`src/rtl/cla_pkg.sv`:
```
package cla_pkg;
  localparam int unsigned GROUP_W_DEF    = 8;
  localparam int unsigned NUM_GROUPS_DEF = 4;
endpackage

```
`src/rtl/cla_pg_cell.sv`:
```
module cla_pg_cell #(
  parameter bit PROP_XOR = 1'b0
) (
  input  logic a_i,
  input  logic b_i,
  output logic gen_o,
  output logic prop_o,
  output logic half_o
);
  assign gen_o  = a_i & b_i;
  assign half_o = a_i ^ b_i;

  generate
    if (PROP_XOR) begin : g_prop_xor
      assign prop_o = a_i ^ b_i;
    end else begin : g_prop_or
      assign prop_o = a_i | b_i;
    end
  endgenerate
endmodule

```
`src/rtl/cla_group.sv`:
```
module cla_group #(
  parameter int unsigned W        = 8,
  parameter bit          PROP_XOR = 1'b0
) (
  input  logic [W-1:0] a_i,
  input  logic [W-1:0] b_i,
  input  logic         cin_i,
  output logic [W-1:0] sum_o,
  output logic [W-1:0] cbit_o,
  output logic         cout_o
);
  logic [W-1:0] gen;
  logic [W-1:0] prop;
  logic [W-1:0] half;
  logic [W:0]   carry;

  assign carry[0] = cin_i;

  generate
    for (genvar k = 0; k < W; k++) begin : g_cell
      cla_pg_cell #(.PROP_XOR(PROP_XOR)) i_cell (
        .a_i   (a_i[k]),
        .b_i   (b_i[k]),
        .gen_o (gen[k]),
        .prop_o(prop[k]),
        .half_o(half[k])
      );
    end

    // Flat lookahead: carry into bit i+1 is an OR of product terms,
    // each one a generate at bit j masked by propagates above it.
    for (genvar i = 0; i < W; i++) begin : g_carry
      logic [i+1:0] term;
      for (genvar j = 0; j <= i; j++) begin : g_term
        if (j == i) begin : g_top
          assign term[j] = gen[j];
        end else begin : g_mid
          assign term[j] = gen[j] & (&prop[i:j+1]);
        end
      end
      assign term[i+1] = cin_i & (&prop[i:0]);
      assign carry[i+1] = |term;
    end
  endgenerate

  assign sum_o  = half ^ carry[W-1:0];
  assign cbit_o = carry[W-1:0];
  assign cout_o = carry[W];

  logic [W:0] ref_sum;
  assign ref_sum = {1'b0, a_i} + {1'b0, b_i} + {{W{1'b0}}, cin_i};

  always_comb begin
    assert_group_sum_R1: assert (sum_o == ref_sum[W-1:0]);
    assert_group_cout_R2: assert (cout_o == ref_sum[W]);
  end
endmodule

```
`src/rtl/cla_adder32.sv`:
```
module cla_adder32 #(
  parameter int unsigned GROUP_W    = cla_pkg::GROUP_W_DEF,
  parameter int unsigned NUM_GROUPS = cla_pkg::NUM_GROUPS_DEF,
  parameter bit          PROP_XOR   = 1'b0
) (
  input  logic [GROUP_W*NUM_GROUPS-1:0] a_i,
  input  logic [GROUP_W*NUM_GROUPS-1:0] b_i,
  input  logic                          cin_i,
  output logic [GROUP_W*NUM_GROUPS-1:0] sum_o,
  output logic                          cout_o,
  output logic                          c31_o
);
  localparam int unsigned WIDTH = GROUP_W * NUM_GROUPS;

  logic [NUM_GROUPS:0] link;
  logic [WIDTH-1:0]    cbit;

  assign link[0] = cin_i;

  generate
    for (genvar s = 0; s < NUM_GROUPS; s++) begin : g_sect
      cla_group #(.W(GROUP_W), .PROP_XOR(PROP_XOR)) i_group (
        .a_i   (a_i[s*GROUP_W +: GROUP_W]),
        .b_i   (b_i[s*GROUP_W +: GROUP_W]),
        .cin_i (link[s]),
        .sum_o (sum_o[s*GROUP_W +: GROUP_W]),
        .cbit_o(cbit[s*GROUP_W +: GROUP_W]),
        .cout_o(link[s+1])
      );
    end
  endgenerate

  assign cout_o = link[NUM_GROUPS];
  assign c31_o  = cbit[WIDTH-1];

  logic [WIDTH:0] full_ref;
  assign full_ref = {1'b0, a_i} + {1'b0, b_i} + {{WIDTH{1'b0}}, cin_i};

  always_comb begin
    assert_total_sum_R1: assert (sum_o == full_ref[WIDTH-1:0]);
    assert_total_cout_R2: assert (cout_o == full_ref[WIDTH]);
    assert_top_carry_R3: assert ((a_i[WIDTH-1] ^ b_i[WIDTH-1] ^ c31_o) == sum_o[WIDTH-1]);
  end
endmodule

```
`config.mk`:
```
export PLATFORM = sky130hd
export DESIGN_NAME = cla_adder32
export DESIGN_NICKNAME = d
export VERILOG_FILES = /design/src/rtl/cla_pkg.sv /design/src/rtl/cla_pg_cell.sv /design/src/rtl/cla_group.sv /design/src/rtl/cla_adder32.sv
export SDC_FILE = /design/constraint.sdc
export NUM_CORES = 1
export LEC_CHECK = 0
export ABC_AREA = 1
export BUFFER_PORTS_ARGS = -buffer_cell sky130_fd_sc_hd__buf_2
export CORE_MARGIN = 2
export CORE_UTILIZATION = 52
export DETAILED_ROUTE_END_ITERATION = 16
export GPL_TIMING_DRIVEN = 0
export PLACE_DENSITY = 0.86
export SLEW_MARGIN = 20
export SYNTH_ARGS = -nofsm -noshare
export SYNTH_HDL_FRONTEND = slang
export SYNTH_SLANG_ARGS = --single-unit
```
`constraint.sdc`:
```
create_clock -name vclk -period 3.5
set_input_delay 0.7 -clock vclk [all_inputs]
set_output_delay 0.7 -clock vclk [all_outputs]
set_load 0.01 [all_outputs]
```
# Word level (Yosys, flattened, before mapping)
# Cells that the tools add are included.
[op_classes] n_reduce_logical=144 n_bitwise=244
[ops] op="$and A1 B1 Y1" n=176
[ops] op="$reduce_and A4 Y1" n=20
[ops] op="$reduce_and A5 Y1" n=16
[ops] op="$reduce_and A3 Y1" n=24
[ops] op="$reduce_and A6 Y1" n=12
[ops] op="$reduce_and A2 Y1" n=28
[ops] op="$reduce_and A7 Y1" n=8
[ops] op="$reduce_or A9 Y1" n=4
[ops] op="$or A1 B1 Y1" n=32
[ops] op="$reduce_and A8 Y1" n=4
[ops] op="$reduce_or A8 Y1" n=4
[ops] op="$xor A1 B1 Y1" n=32
[ops] op="$xor A8 B8 Y8" n=4
[ops] op="$reduce_or A7 Y1" n=4
[ops] op="$reduce_or A6 Y1" n=4
[ops] op="$reduce_or A5 Y1" n=4
[ops] op="$reduce_or A4 Y1" n=4
[ops] op="$reduce_or A3 Y1" n=4
[ops] op="$reduce_or A2 Y1" n=4
[totals] output_inout_bits=34 elab_cells=388 ff_bits=0 inputBits=65

# Depth between registers and ports, before layout
[logic_depth] depth_word=11 depth_mapped=17 depth_no_buf=17

# Cells and area by module
# Synthesis repeated with hierarchy kept, for this count alone.
[unflattened] hier_cells=440 hier_area_um2=2507.4
[by_module_without_submodules] module="cla_group" area_each_um2=336.6 seq_area_each_um2=0.0 cells_each=70 instances=4
[by_module_without_submodules] module="cla_pg_cell" area_each_um2=36.3 seq_area_each_um2=0.0 cells_each=5 instances=32

# Worst setup path after synthesis
# OpenSTA, ideal clock, no wires.
[synth_timing] path_kind="input to output" startpoint="in a_i[6]" endpoint="out sum_o[25]" cell_stages=14 setup_slack_ps=474 arrival_ps=2326 required_ps=2800 path_buffers=0 cell_sequence="inv_1 -> ha_1 -> nor2_1 -> nand2_1 -> nor2_1 -> nand2_2 -> nand2_4 -> nand2_2 -> nand2_2 -> nand2_1 -> nand2_2 -> inv_1 -> fa_1 -> xnor2_1"
[synth_via] elab_chain_len=11 word_cells_on_any_way=25 classes_between="14 x bitwise; 11 x reduce/logical"
[synth_lines] item="from (decl)" line_no="cla_adder32.sv:6" source="input logic [GROUP_W*NUM_GROUPS-1:0] a_i,"
[synth_lines] item="$or A1 B1 Y1" line_no="cla_pg_cell.sv:17" source="assign prop_o = a_i | b_i;"
[synth_lines] item="$reduce_and A8 Y1 (tied with other cells)" line_no="cla_group.sv:41" source="assign term[i+1] = cin_i & (&prop[i:0]);"
[synth_lines] item="$and A1 B1 Y1, on equally long branches" line_no="cla_group.sv:41, cla_group.sv:38"
[synth_lines] item="$reduce_or A9 Y1 (*)" line_no="cla_group.sv:42" source="assign carry[i+1] = |term;"
[synth_lines] item="$and A1 B1 Y1 (*)" line_no="cla_group.sv:41"
[synth_lines] item="$reduce_or A9 Y1 (*)" line_no="cla_group.sv:42"
[synth_lines] item="$and A1 B1 Y1 (*)" line_no="cla_group.sv:41"
[synth_lines] item="$reduce_or A9 Y1 (*)" line_no="cla_group.sv:42"
[synth_lines] item="$and A1 B1 Y1 (*)" line_no="cla_group.sv:41"
[synth_lines] item="$reduce_or A2 Y1 (*)" line_no="cla_group.sv:42"
[synth_lines] item="$xor A8 B8 Y8 (*)" line_no="cla_group.sv:46" source="assign sum_o = half ^ carry[W-1:0];"
[synth_lines] item="to (decl)" line_no="cla_adder32.sv:9" source="output logic [GROUP_W*NUM_GROUPS-1:0] sum_o,"
# Every way passes the cells marked *; elsewhere a longest branch is shown, timed or not.

# Worst setup path after layout
[layout_timing] startpoint="in a_i[1]" endpoint="out sum_o[25]"
[layout_via] elab_chain_len=11 word_cells_on_any_way=15 classes_between="9 x bitwise; 6 x reduce/logical"
[layout_lines] item="$or A1 B1 Y1" line_no="cla_pg_cell.sv:17"
[layout_lines] item="$reduce_and A8 Y1 / $reduce_and A7 Y1 (equally long branches)" line_no="cla_group.sv:41, cla_group.sv:38"
[layout_lines] item="$and A1 B1 Y1, on equally long branches" line_no="cla_group.sv:41, cla_group.sv:38"
[layout_lines] item="$reduce_or A9 Y1 (*)" line_no="cla_group.sv:42"
[layout_lines] item="$and A1 B1 Y1 (*)" line_no="cla_group.sv:41"
[layout_lines] item="$reduce_or A9 Y1 (*)" line_no="cla_group.sv:42"
[layout_lines] item="$and A1 B1 Y1 (*)" line_no="cla_group.sv:41"
[layout_lines] item="$reduce_or A9 Y1 (*)" line_no="cla_group.sv:42"
[layout_lines] item="$and A1 B1 Y1 (*)" line_no="cla_group.sv:41"
[layout_lines] item="$reduce_or A2 Y1 (*)" line_no="cla_group.sv:42"
[layout_lines] item="$xor A8 B8 Y8 (*)" line_no="cla_group.sv:46"
# Marks and branches as above.

==> impl_metrics.tcl <==
set metrics [dict create \
    area_growth_pct 25.5 \
    post-route-drc-count 0 \
    yosys-top-cells-area "sky130_fd_sc_hd__ha_1, sky130_fd_sc_hd__inv_1, sky130_fd_sc_hd__nand2_1" \
    die_w_um 71.7 \
    post-route-period-util_pct 95.6 \
    row_count 24 \
    via_per_inst 4.73 \
    yosysWarnings 0 \
    worst_hold_path_type "input pin to output pin" \
    synth.lib_cells_used.distinct 26 \
    final-seq-area_um2 0 \
    vias_in_the_first_global_route 2426 \
    fp.dieArea_um2 5140 \
    placement.cell_area_um2 2940 \
    final.fill_count 387 \
    drt_pass1_iterations 4 \
    worst_slew_margin_rel_pct 67.0 \
    switchingPower_uw 281 \
    detail-route-antenna-nets 0 \
    slew_viol_final 0 \
    synth.yosys.seq_area_share_pct 0 \
    p_sw_share_pct 56.5 \
    worst_setup_path_end_kind "output pin" \
    clock.fmax_mhz 299 \
    cp_data_required_time_ns 2.80 \
    grt_overflow 0 \
    route.vias.total 2642 \
    cp_data_arrival_time_ns 2.65 \
    timing.hold.ws_ns 1.84 \
    setup-tns-final_ns 0 \
    yosysTopAreaCell "sky130_fd_sc_hd__ha_1" \
    grt_pass1_wl_um 9460 \
    synthesis.area_um2 2380 \
    max_cap_viol_count 0 \
    initial_antenna_violation_count 0 \
    mean_syn_cell_area_um2 5.93 \
    synth.net_count 535 \
    critPathMaxFanout 5 \
    wl_um 5630 \
    final_layout_size_suffix_gt1_share_pct 23.3 \
    setup-violations-final 0 \
    nClkBuffers 0 \
    fraction_of_power_consumed_by_the_clock_network_pct 0 \
    finish.utilization_pct 68.2 \
    layout.nets 641 \
    dpl.hpwl_um 5100 \
    routed_len_inst_um 10.1 \
    irDropWorstVdd_uv 102 \
    comb_power_share_pct 100.0 \
    floorplan.initialDensity_pct 54.3 \
    worstSetupStartpointType "input pin" \
    power.share.sequential_pct 0 \
    n_sequential_cell 0 \
    worst-setup-path-type "input pin to output pin" \
    port_buffers 99 \
    syn_inst 402 \
    first_iter_violations 108 \
    intPower_uw 217 \
    synth.top_cells.by_count "sky130_fd_sc_hd__inv_1, sky130_fd_sc_hd__nand2_1, sky130_fd_sc_hd__ha_1" \
    timing_worst_slew_pin_value_ns 0.491 \
    static-leakage-power_uw 0.00204 \
    final-hold-violation-count 0 \
    gp_congestion 0.884 \
    die_h_um 71.7 \
    postLayoutCellArea_um2 2990 \
    placeable_core_area_um2 4380 \
    ios 99 \
    synthMostInstantiatedCell "sky130_fd_sc_hd__inv_1" \
    dp_cells 553 \
    p_per_area_nw_per_um2 166 \
    grt_start_max_net_pins 8 \
    num_antenna_cells 0 \
    total_track_usage_pct 21.4 \
    synth_top_area_share_pct 33.6 \
    outcome "finished, final reports clean" \
    instances_no_fill 558 \
    post-route-min-period_ns 3.35 \
]
## worst paths after layout
path	slack, ns	start	cells past startpoint	to
worst max-delay path	0.15	a_i[1]	18	sum_o[25]
worst min-delay path	1.84	b_i[31]	5	cout_o
## cell type report
type	count	area (um^2)	share of cell area, %
Tap cell	52	65.1	2.18
Multi-Input combinational cell	273	1910	63.8
Timing Repair Buffer	104	533	17.8
Inverter	129	484	16.2
## worst max-delay path, stage by stage
cell	delay, ns
sky130_fd_sc_hd__buf_2	0.09
sky130_fd_sc_hd__inv_1	0.04
sky130_fd_sc_hd__ha_1	0.22
sky130_fd_sc_hd__inv_1	0.06
sky130_fd_sc_hd__nand2_1	0.06
sky130_fd_sc_hd__nand2_1	0.06
sky130_fd_sc_hd__nand2_1	0.05
sky130_fd_sc_hd__nand2_2	0.11
sky130_fd_sc_hd__nand2_2	0.07
sky130_fd_sc_hd__nand2_4	0.11
sky130_fd_sc_hd__nand2_2	0.06
sky130_fd_sc_hd__nand2_2	0.09
sky130_fd_sc_hd__nand2_1	0.09
sky130_fd_sc_hd__nand2_4	0.11
sky130_fd_sc_hd__inv_1	0.06
sky130_fd_sc_hd__fa_1	0.38
sky130_fd_sc_hd__xnor2_1	0.13
sky130_fd_sc_hd__buf_2	0.14
## cells by family after synthesis
logic type	after synthesis	synth area share, %
XOR/XNOR	17	6.25
AO/OA/AOI/OAI	25	6.09
buffers and inverters	129	20.3
AND/OR/NAND/NOR	163	30.4
adder cells (fa/ha/maj)	68	37.0
## stage by stage
| stage | worst slack [ns] | power, uW |
|---|---|---|
| 3_3_place_gp | 0.166 | 466 |
| 3_5_place_dp | 0.0957 | 482 |
| 4_1_cts | 0.0962 | 486 |
| 6_report | 0.154 | 497 |
| 5_1_grt | -0.00826 | 561 |
| 2_1_floorplan | 0.474 | 309 |
## repair_timing
item	CTS	global route
hold buffers	0	0
gates resized for setup	0	2
endpoints found under the setup margin	0	2
buffers inserted	0	5
## layer usage
layer	wire length, um	track usage, %	up-vias	share of wire [%]
li1	-	-	1403	-
met1	2390	25.4	1173	42
met2	2990	43.9	64	53
met3	240	0.563	2	4.3
met4	14	1.47	0	0.25
met5	0	0	-	0
## cell usage in the layout (no fill, tap or decap)
master and instances:
sky130_fd_sc_hd__a21boi_1 1, sky130_fd_sc_hd__a21oi_1 12, sky130_fd_sc_hd__a21oi_2 1, sky130_fd_sc_hd__a221oi_1 2, sky130_fd_sc_hd__a31oi_1 1, sky130_fd_sc_hd__and3_1 1, sky130_fd_sc_hd__buf_2 99, sky130_fd_sc_hd__buf_4 5
sky130_fd_sc_hd__fa_1 4, sky130_fd_sc_hd__ha_1 64, sky130_fd_sc_hd__inv_1 129, sky130_fd_sc_hd__nand2_1 76, sky130_fd_sc_hd__nand2_2 6, sky130_fd_sc_hd__nand2_4 2, sky130_fd_sc_hd__nand3_1 26, sky130_fd_sc_hd__nand3_2 2
sky130_fd_sc_hd__nand3b_1 1, sky130_fd_sc_hd__nand4_1 4, sky130_fd_sc_hd__nor2_1 33, sky130_fd_sc_hd__nor2_2 1, sky130_fd_sc_hd__nor2_4 1, sky130_fd_sc_hd__nor3_1 7, sky130_fd_sc_hd__nor3_2 1, sky130_fd_sc_hd__nor4_1 2
sky130_fd_sc_hd__o21ai_0 6, sky130_fd_sc_hd__o21bai_1 1, sky130_fd_sc_hd__o31ai_1 1, sky130_fd_sc_hd__xnor2_1 11, sky130_fd_sc_hd__xor2_1 6
## power by group through the flow
stage | logic [uW] | clock network (uW) | registers [uW]
3_5_place_dp | 482 | 0 | 0
5_1_grt | 561 | 0 | 0
2_1_floorplan | 309 | 0 | 0
4_1_cts | 486 | 0 | 0
6_report | 497 | 0 | 0
3_3_place_gp | 466 | 0 | 0
(Power assumes the default switching activity.)
